--- src/rtl/bseq_pkg.sv ---
package bseq_pkg;
  typedef enum logic [1:0] {
    CY_IDLE = 2'd0,
    CY_CODE = 2'd1,
    CY_DRD  = 2'd2,
    CY_DWR  = 2'd3
  } cyc_e;

  // oscillator periods, counted from each half-cycle start
  localparam int ALE_TICKS  = 2;  // latch pulse width
  localparam int ADDR_TICKS = 3;  // address held on the low port
endpackage

--- src/rtl/bseq_timebase.sv ---
module bseq_timebase #(
  parameter  int STATES = 6,
  localparam int SW     = $clog2(STATES),
  localparam int IW     = SW + 1
) (
  input  logic          clk,
  input  logic          rst,
  output logic [IW-1:0] idx_nx,
  output logic          wrap
);
  localparam logic [SW-1:0] LAST_ST = SW'(STATES - 1);

  logic          ph_q;
  logic [SW-1:0] st_q;
  logic          ph_nx;
  logic [SW-1:0] st_nx;

  // divide-by-two: a state advances on every second oscillator edge
  always_comb begin
    ph_nx = ~ph_q;
    st_nx = st_q;
    if (ph_q) st_nx = (st_q == LAST_ST) ? '0 : st_q + SW'(1);
  end

  assign idx_nx = {st_nx, ph_nx};
  assign wrap   = ph_q && (st_q == LAST_ST);

  always_ff @(posedge clk) begin
    if (rst) begin
      ph_q <= 1'b0;
      st_q <= '0;
    end else begin
      ph_q <= ph_nx;
      st_q <= st_nx;
    end
  end
endmodule

--- src/rtl/bseq_cycle_ctl.sv ---
module bseq_cycle_ctl
  import bseq_pkg::*;
#(
  parameter int AW = 16,
  parameter int DW = 8
) (
  input  logic          clk,
  input  logic          rst,
  input  logic          wrap,
  input  logic          code_req,
  input  logic [AW-1:0] code_addr,
  input  logic          data_req,
  input  logic          data_wr,
  input  logic          data_wide,
  input  logic [AW-1:0] data_addr,
  input  logic [DW-1:0] wr_data,
  output cyc_e          cyc_nx,
  output logic [AW-1:0] addr_nx,
  output logic          wide_nx,
  output logic [DW-1:0] wdata_nx,
  output logic          req_taken
);
  cyc_e          cyc_q;
  logic [AW-1:0] addr_q;
  logic          wide_q;
  logic [DW-1:0] wdata_q;

  always_comb begin
    cyc_nx   = cyc_q;
    addr_nx  = addr_q;
    wide_nx  = wide_q;
    wdata_nx = wdata_q;
    if (wrap) begin
      if (data_req) begin
        cyc_nx   = data_wr ? CY_DWR : CY_DRD;
        addr_nx  = data_addr;
        wide_nx  = data_wide;
        wdata_nx = wr_data;
      end else if (code_req) begin
        cyc_nx  = CY_CODE;
        addr_nx = code_addr;
        wide_nx = 1'b1;
      end else begin
        cyc_nx = CY_IDLE;
      end
    end
  end

  always_ff @(posedge clk) begin
    if (rst) begin
      cyc_q     <= CY_IDLE;
      addr_q    <= '0;
      wide_q    <= 1'b0;
      wdata_q   <= '0;
      req_taken <= 1'b0;
    end else begin
      cyc_q     <= cyc_nx;
      addr_q    <= addr_nx;
      wide_q    <= wide_nx;
      wdata_q   <= wdata_nx;
      req_taken <= wrap && (data_req || code_req);
    end
  end
endmodule

--- src/rtl/bseq_strobes.sv ---
module bseq_strobes
  import bseq_pkg::*;
#(
  parameter  int STATES = 6,
  localparam int IW     = $clog2(STATES) + 1
) (
  input  logic          clk,
  input  logic          rst,
  input  cyc_e          cyc_nx,
  input  logic [IW-1:0] idx_nx,
  output logic          ale,
  output logic          psen_n,
  output logic          rd_n,
  output logic          wr_n,
  output logic          psen_n_nx,
  output logic          rd_n_nx
);
  localparam logic [IW-1:0] HALF_I = IW'(STATES);
  localparam logic [IW-1:0] ALE_I  = IW'(ALE_TICKS);
  localparam logic [IW-1:0] ADR_I  = IW'(ADDR_TICKS);
  localparam logic [IW-1:0] DEND_I = IW'(2 * STATES - 2);

  logic          second;
  logic [IW-1:0] rel;
  logic          is_data;
  logic          ale_nx;
  logic          wr_n_nx;
  logic          mid;

  always_comb begin
    second    = idx_nx >= HALF_I;
    rel       = second ? idx_nx - HALF_I : idx_nx;
    is_data   = (cyc_nx == CY_DRD) || (cyc_nx == CY_DWR);
    mid       = (idx_nx >= ADR_I) && (idx_nx <= DEND_I);
    ale_nx    = (rel < ALE_I) && !(second && is_data);
    psen_n_nx = !((cyc_nx == CY_CODE) && (rel >= ADR_I));
    rd_n_nx   = !((cyc_nx == CY_DRD) && mid);
    wr_n_nx   = !((cyc_nx == CY_DWR) && mid);
  end

  always_ff @(posedge clk) begin
    if (rst) begin
      ale    <= 1'b1;
      psen_n <= 1'b1;
      rd_n   <= 1'b1;
      wr_n   <= 1'b1;
    end else begin
      ale    <= ale_nx;
      psen_n <= psen_n_nx;
      rd_n   <= rd_n_nx;
      wr_n   <= wr_n_nx;
    end
  end
endmodule

--- src/rtl/bseq_port_mux.sv ---
module bseq_port_mux
  import bseq_pkg::*;
#(
  parameter  int STATES = 6,
  parameter  int DW     = 8,
  localparam int AW     = 2 * DW,
  localparam int IW     = $clog2(STATES) + 1
) (
  input  logic          clk,
  input  logic          rst,
  input  cyc_e          cyc_nx,
  input  logic [IW-1:0] idx_nx,
  input  logic [AW-1:0] addr_nx,
  input  logic          wide_nx,
  input  logic [DW-1:0] wdata_nx,
  input  logic [DW-1:0] p0_sfr,
  input  logic [DW-1:0] p2_sfr,
  input  logic [DW-1:0] p0_in,
  input  logic          psen_n_q,
  input  logic          psen_n_nx,
  input  logic          rd_n_q,
  input  logic          rd_n_nx,
  output logic [DW-1:0] p0_out,
  output logic [DW-1:0] p0_oe,
  output logic [DW-1:0] p2_out,
  output logic          p2_oe,
  output logic [DW-1:0] code_byte,
  output logic          code_valid,
  output logic [DW-1:0] rd_data,
  output logic          rd_valid
);
  localparam logic [IW-1:0] HALF_I = IW'(STATES);
  localparam logic [IW-1:0] ADR_I  = IW'(ADDR_TICKS);

  logic          second;
  logic [IW-1:0] rel;
  logic [AW-1:0] fa;
  logic [DW-1:0] p0_d, oe_d, p2_d;

  always_comb begin
    second = idx_nx >= HALF_I;
    rel    = second ? idx_nx - HALF_I : idx_nx;
    fa     = second ? addr_nx + AW'(1) : addr_nx;
    p0_d   = p0_sfr;
    oe_d   = ~p0_sfr;
    p2_d   = p2_sfr;
    unique case (cyc_nx)
      CY_CODE: begin
        p2_d = fa[AW-1:DW];
        p0_d = (rel < ADR_I) ? fa[DW-1:0] : '1;
        oe_d = (rel < ADR_I) ? '1 : '0;
      end
      CY_DRD, CY_DWR: begin
        p2_d = wide_nx ? addr_nx[AW-1:DW] : p2_sfr;
        if (idx_nx < ADR_I) begin
          p0_d = addr_nx[DW-1:0];
          oe_d = '1;
        end else if (cyc_nx == CY_DWR) begin
          p0_d = wdata_nx;
          oe_d = '1;
        end else begin
          p0_d = '1;
          oe_d = '0;
        end
      end
      default: ;
    endcase
  end

  always_ff @(posedge clk) begin
    if (rst) begin
      p0_out     <= '1;
      p0_oe      <= '0;
      p2_out     <= '1;
      p2_oe      <= 1'b0;
      code_byte  <= '0;
      code_valid <= 1'b0;
      rd_data    <= '0;
      rd_valid   <= 1'b0;
    end else begin
      p0_out     <= p0_d;
      p0_oe      <= oe_d;
      p2_out     <= p2_d;
      p2_oe      <= 1'b1;
      code_valid <= !psen_n_q && psen_n_nx;
      rd_valid   <= !rd_n_q && rd_n_nx;
      if (!psen_n_q && psen_n_nx) code_byte <= p0_in;
      if (!rd_n_q && rd_n_nx)     rd_data   <= p0_in;
    end
  end
endmodule

--- src/rtl/bus_strobe_seq.sv ---
module bus_strobe_seq
  import bseq_pkg::*;
#(
  parameter  int STATES = 6,
  parameter  int DW     = 8,
  localparam int AW     = 2 * DW,
  localparam int IW     = $clog2(STATES) + 1
) (
  input  logic          clk,
  input  logic          rst,
  input  logic          code_req,
  input  logic [AW-1:0] code_addr,
  input  logic          data_req,
  input  logic          data_wr,
  input  logic          data_wide,
  input  logic [AW-1:0] data_addr,
  input  logic [DW-1:0] wr_data,
  input  logic [DW-1:0] p0_sfr,
  input  logic [DW-1:0] p2_sfr,
  input  logic [DW-1:0] p0_in,
  output logic          req_taken,
  output logic          ale,
  output logic          psen_n,
  output logic          rd_n,
  output logic          wr_n,
  output logic [DW-1:0] p0_out,
  output logic [DW-1:0] p0_oe,
  output logic [DW-1:0] p2_out,
  output logic          p2_oe,
  output logic [DW-1:0] code_byte,
  output logic          code_valid,
  output logic [DW-1:0] rd_data,
  output logic          rd_valid
);
  logic [IW-1:0] idx_nx;
  logic          wrap;
  cyc_e          cyc_nx;
  logic [AW-1:0] addr_nx;
  logic          wide_nx;
  logic [DW-1:0] wdata_nx;
  logic          psen_n_nx, rd_n_nx;

  bseq_timebase #(.STATES(STATES)) u_tb (
    .clk(clk), .rst(rst), .idx_nx(idx_nx), .wrap(wrap)
  );

  bseq_cycle_ctl #(.AW(AW), .DW(DW)) u_ctl (
    .clk(clk), .rst(rst), .wrap(wrap),
    .code_req(code_req), .code_addr(code_addr),
    .data_req(data_req), .data_wr(data_wr), .data_wide(data_wide),
    .data_addr(data_addr), .wr_data(wr_data),
    .cyc_nx(cyc_nx), .addr_nx(addr_nx), .wide_nx(wide_nx),
    .wdata_nx(wdata_nx), .req_taken(req_taken)
  );

  bseq_strobes #(.STATES(STATES)) u_stb (
    .clk(clk), .rst(rst), .cyc_nx(cyc_nx), .idx_nx(idx_nx),
    .ale(ale), .psen_n(psen_n), .rd_n(rd_n), .wr_n(wr_n),
    .psen_n_nx(psen_n_nx), .rd_n_nx(rd_n_nx)
  );

  bseq_port_mux #(.STATES(STATES), .DW(DW)) u_mux (
    .clk(clk), .rst(rst), .cyc_nx(cyc_nx), .idx_nx(idx_nx),
    .addr_nx(addr_nx), .wide_nx(wide_nx), .wdata_nx(wdata_nx),
    .p0_sfr(p0_sfr), .p2_sfr(p2_sfr), .p0_in(p0_in),
    .psen_n_q(psen_n), .psen_n_nx(psen_n_nx),
    .rd_n_q(rd_n), .rd_n_nx(rd_n_nx),
    .p0_out(p0_out), .p0_oe(p0_oe), .p2_out(p2_out), .p2_oe(p2_oe),
    .code_byte(code_byte), .code_valid(code_valid),
    .rd_data(rd_data), .rd_valid(rd_valid)
  );
endmodule

--- config.mk ---
export PLATFORM = sky130hd
export DESIGN_NAME = bus_strobe_seq
export DESIGN_NICKNAME = d
export VERILOG_FILES = /design/src/rtl/bseq_pkg.sv /design/src/rtl/bseq_timebase.sv /design/src/rtl/bseq_cycle_ctl.sv /design/src/rtl/bseq_strobes.sv /design/src/rtl/bseq_port_mux.sv /design/src/rtl/bus_strobe_seq.sv
export SDC_FILE = /design/constraint.sdc
export NUM_CORES = 1
export LEC_CHECK = 0
export BUFFER_PORTS_ARGS = -buffer_cell sky130_fd_sc_hd__buf_2
export CORE_AREA = 2 2 91 93
export DETAILED_ROUTE_END_ITERATION = 10
export DIE_AREA = 0 0 93 95
export PLACE_DENSITY_LB_ADDON = 0.25
export RECOVER_POWER = 25
export REMOVE_ABC_BUFFERS = 1
export SETUP_SLACK_MARGIN = 0.5
export SLEW_MARGIN = 20
export SYNTH_ARGS = -nofsm -noshare
export SYNTH_HDL_FRONTEND = slang
export SYNTH_SLANG_ARGS = --single-unit
--- constraint.sdc ---
create_clock -name clk -period 7.68 [get_ports clk]
set_input_delay 2.304 -clock clk [delete_from_list [all_inputs] [get_ports clk]]
set_output_delay 2.304 -clock clk [all_outputs]
set_load 0.02 [all_outputs]
* After elaboration in Yosys (flattened, before gate mapping)
Cells that the tools add are included.
Widths: inputs -> output; s select.
** Operators by class
- $add $sub $neg :: 3
- $lt $le $gt $ge :: 7
- Equal/unequal tests :: 4
- Mux-type cells :: 27
- Bitwise operators :: 2
- Reduce and logical (&&, ||, !) cells :: 19
** Operators with widths (number)
- $mux 8 :: 9
- $mux 16 :: 4
- $pmux 8 s2 :: 3
- $add 16x1->16 const B :: 1
- $lt 4x2->1 const B :: 3
- $logic_and 1x1->1 :: 10
- $ge 4x2->1 const B :: 2
- $not 8->8 :: 1
- $logic_not 1->1 :: 6
- $mux 1 :: 6
- $mux 3 :: 2
- $eq 2x2->1 const B :: 2
- $ge 4x3->1 const B :: 1
- $le 4x4->1 const B :: 1
- $mux 2 :: 2
- $mux 4 :: 1
- $sub 4x3->4 const B :: 1
- $add 3x1->3 const B :: 1
- $eq 3x3->1 const B :: 1
- $eq 2x1->1 const B :: 1
- $logic_or 1x1->1 :: 2
- $reduce_or 2->1 :: 1
- $not 1->1 :: 1
** Word-level totals
- Register bits after elaboration :: 79
- Bits of input ports :: 70
- Output and inout bits :: 48
- Logic and storage cells :: 81

* Logic depth before layout (Yosys ltp)
- Depth in word-level cells :: 9
- Depth in mapped cells :: 14
- Gate-level depth less buffers :: 11

* Hierarchy
Synthesis repeated with hierarchy kept, for this count alone.
** Unflattened totals
- Cell total of the unflattened synthesis :: 467
- Area total of the unflattened synthesis :: 4219.0 µm²
** By module, submodules not included
- bseq_port_mux :: instances 1, cells an instance 271, area an instance 2234.6 µm², seq. area each 860.8 µm²
- bseq_cycle_ctl :: instances 1, cells an instance 156, area an instance 1600.3 µm², seq. area each 560.5 µm²
- bseq_timebase :: instances 1, cells an instance 19, area an instance 197.7 µm², seq. area each 80.1 µm²
- bseq_strobes :: instances 1, cells an instance 21, area an instance 186.4 µm², seq. area each 80.1 µm²

* Worst setup path after synthesis
Ideal clock, no wire load.
- Kind :: input to register
- From :: input port code_req
- To :: register u_mux.p2_out[4]
- Library setup time :: 137 ps
- Arrival time :: 4235 ps
- Required time :: 7543 ps
- Setup slack :: 3308 ps
- Cell stages on the path :: 12
- Buffers on the path :: 1
- Cells stage by stage :: nor2_1 clkbuf_1 nand2_1 and4_1 inv_1 ha_1 o211ai_1 a41oi_1 nand4_1 nor3_1 xor2_1 o221ai_1
** On the way
- Longest elaborated chain between the ends :: 6
- Elaborated cells on any way between the ends :: 17
- Those cells by class :: add/sub: 1; eq/ne: 3; mux: 12; reduce/logical: 1
** Ends and longest elaborated chain
- start: declaration :: RTL line bus_strobe_seq.sv:11 : input logic code_req,
- $mux 16 :: RTL line bseq_cycle_ctl.sv:39 : end else if (code_req) begin
- $mux 16 :: RTL line bseq_cycle_ctl.sv:34 : if (data_req) begin
- $mux 16 :: RTL line bseq_cycle_ctl.sv:33 : if (wrap) begin
- via addr_nx[1] :: RTL line bus_strobe_seq.sv:38 : logic [AW-1:0] addr_nx;
- $add 16x1->16 :: RTL line bseq_port_mux.sv:43 : fa = second ? addr_nx + AW'(1) : addr_nx;
- $mux 16 :: RTL line bseq_port_mux.sv:43
- $pmux 8 s2 :: RTL line bseq_port_mux.sv:47 : unique case (cyc_nx)
- end signal: assignment :: RTL line bseq_port_mux.sv:83 : p2_out <= p2_d;
- end: declaration :: RTL line bseq_port_mux.sv:25 : output logic [DW-1:0] p2_out,
The timed path passes the listed nets, and every way through them passes these cells.
A chain may end at the register's enable or synchronous reset.

==> results.cfg <==
[routing]
ant_nets = 0
num_vias = 3602
drt_pre_antenna_iters = 6
drtIter0Drc = 216
avgRoutedWirePerCell_um = 15.38
drc = 0
wl_um = 10080
via_per_inst = 5.499

[sta]
setup-tns-final_ps = 0
skew_ps = 13.50
maxSlewHeadroom = -0.8089
slew_violations = 64
finalCritPeriodShare = 0.7243
setup-violations-final = 0
max_freq_mhz = 179.8
rsz0062_at_grt = false
worst_pin_slew_ps = 2713
finalHoldViolations = 0
period_minus_slack_ps = 5562

[cells_and_area]
nets = 616
fillers = 764
drive_above_1_share = 0.2436
antenna_cells = 0
mostFrequentLayoutCells = 92 x buf_2, 79 x dfxtp_1, 74 x nor2_1, 40 x nand2_1, 26 x clkbuf_1
final_common_cell = buf_2
area_growth_pct = 19.54

[floorplan]
core_area_um2 = 7928
num_rows = 33
chipWidth_um = 93
die_h_um = 95
start_util = 0.4782
die_area_um2 = 8835
ioPinCount = 118

[setup_path]
cp-start-kind = primary input
path_max_fanout = 63
slowest_delay_ps = 1900
crit_required_ps = 7970
crit_arrival_ps = 5860
path_class = in -> reg
timing.rr.end = u_mux.p2_out[4]$_SDFF_PP1_
r2r-start = u_tb.st_q[2]$_SDFF_PP0_
critPathCaptureType = register
r2r_slack_ps = 3980
reg2regPathDepth = 10
cpMaxStageDelayCell = clkbuf_1
path_cells = buf_2 -> clkbuf_1 -> inv_1 -> o21ai_0 -> o21bai_1

[clock_network]
cts_tree = yes
cts_made_buffers = 9
path_clk_slew_ps = 100
clockRootBuffer = clkbuf_8
h-tree-depth = 3
clockBufferDepth = 2
numClockSinks = 79
post-cts-setup-buffer-count = 0
cts_hold_buf = 0
clock_latency_ps = 370
cts_resized = 0

[run]
drv_cap = 1

[placed_design]
dp_hpwl_um = 7153
place_congestion = 0.8896
numPortBuffers = 117

[power]
seq_power_share = 0.522
p_int_mw = 0.5780
powerDensity_nw_per_um2 = 179.4
power.leakage_nw = 1.838
power.total_mw = 0.8132
power_frac_clock = 0.380
ir_worst_vdd_mv = 0.1012
p_sw_frac = 0.2891
combPwrFrac = 0.098
p_switching_mw = 0.2351

[grt]
met2_usage = 0.3804
grt_use_total = 0.2341
grt_use_met3 = 0.05108
grtUsageMet1 = 0.2925
grt_pass1_wl_um = 16080
top_usage_layer = met2
grt_overflow = 0
grt_max_degree = 64
antenna_found_initial = 0
grt_pass1_vias = 3360

[hold_path]
whs_path_depth = 2
hp-start = u_ctl.wdata_q[2]$_SDFF_PP0_
hp-class = reg -> reg
hold_end = u_ctl.wdata_q[2]$_SDFF_PP0_

[synth]
seq_area_frac_synth = 0.4172
yosys_warnings = 0
synthDominantCellAreaShare = 0.4172
synthTopCellsByArea = dfxtp_1 42%, nor2_1 7.3%, mux2i_1 6.3%
yosysTopAreaCell = dfxtp_1
synth_edf_count = 0
syn_area_um2 = 3791
ys_types = 61
syn_inst = 441
synth_flop_cell = dfxtp_1
ys_seq_elements = 79
async_reset_ff_frac = 0
avgSynthCellArea_um2 = 8.597

[run_status]
outcome = complete, but fails checks
violations = max-capacitance violations, max-slew violations
worst max-delay path, delay by kind of cell:
kind                   cells  cell delay [ps]
buffers and inverters      3             3030
AOI/OAI and AO/OA          2              480
Yosys cell counts (3+ instances only):
library cell / n
dfxtp_1: 79
nor2_1: 74
nand2_1: 40
mux2i_1: 24
a21oi_1: 17
nand3_1: 17
o21ai_0: 16
clkbuf_1: 15
inv_1: 10
and2_1: 9
xnor2_1: 9
a31oi_1: 8
nor3_1: 8
a32oi_1: 7
nand2b_1: 7
or2_2: 7
buf_2: 5
buf_6: 5
o211ai_1: 5
o221ai_1: 5
o22ai_1: 5
xor2_1: 5
a311oi_1: 4
a221o_1: 3
a22oi_1: 3
and3_1: 3
nand4_1: 3
nor2b_1: 3
o21a_1: 3
o221a_2: 3
state kept, by name, summed over array words and instances, names as in the netlist:
name,flops
u_mux.rd_data,8
u_mux.p2_oe,1
u_mux.code_byte,8
u_tb.ph_q,1
u_stb.rd_n,1
u_ctl.req_taken,1
u_tb.st_q,3
u_mux.p2_out,8
u_mux.p0_out,8
u_mux.p0_oe,8
u_stb.wr_n,1
u_mux.rd_valid,1
u_stb.psen_n,1
u_ctl.addr_q,16
u_ctl.wdata_q,8
u_mux.code_valid,1
u_ctl.cyc_q,2
u_stb.ale,1
u_ctl.wide_q,1
how the worst max path moves through the flow:
stage	start	to	slack [ps]	cells after the start
after floorplan	code_req	u_mux.p2_out[4]$_SDFF_PP1_	3240	11
after global placement	code_req	u_mux.p2_out[4]$_SDFF_PP1_	2590	12
after detailed placement	code_req	u_mux.p2_out[4]$_SDFF_PP1_	2460	12
after CTS	code_req	u_mux.p2_out[4]$_SDFF_PP1_	2850	12
after global routing	rst	u_mux.p0_out[7]$_SDFF_PP1_	1660	5
final	rst	u_mux.p0_out[7]$_SDFF_PP1_	2120	5
power by group through the flow:
stage	sequential, mW	clock (mW)	combinational, mW
after floorplan	0.443	0	0.0289
after global placement	0.434	0	0.0794
after detailed placement	0.434	0	0.0810
after CTS	0.424	0.315	0.0813
after global routing	0.426	0.332	0.0883
final	0.424	0.309	0.0797
logic make-up (layout without fill, tap and decap cells):
logic type / after synthesis / count (layout) / share of synthesized area
compound gates: 94 / 94 / 0.1736
xor+xnor: 14 / 14 / 0.03234
flops: 79 / 79 / 0.4172
simple gates: 190 / 190 / 0.2482
mux: 27 / 27 / 0.07525
fa+ha+maj: 1 / 1 / 0.003300
buf+inv: 36 / 145 / 0.05016
metrics by stage:
step	setup slack (ps)	util	cells	instance area, um2	hold slack [ps]
3_3_place_gp	2590	0.5513	639	4370	453.8
3_5_place_dp	2458	0.5513	639	4370	453.7
4_1_cts	2850	0.5761	655	4567	467.9
2_1_floorplan	3243	-	415	3638	427.1
6_report	2118	0.5717	655	4532	475.2
5_1_grt	1661	0.5717	655	4532	501.7
layer usage:
layer  wire length [um]  part of all wire  vias up
li1                   -                 -     1779
met1               4286              0.43     1647
met2               4752              0.47      145
met3                692             0.069       31
met4                344             0.034        0
met5                  0                 0        -
final cells by class:
type	instances	area [um2]	share of cell area
repair buffers	119	565.5	0.1248
clock inverters	7	72.57	0.01601
inverters	10	37.54	0.008283
multi-input cells	326	2019	0.4456
well taps	105	131.4	0.02899
flip-flops and latches	79	1582	0.3490
clock buffers	9	123.9	0.02733
Note: power is estimated with default switching activity, not from simulation.
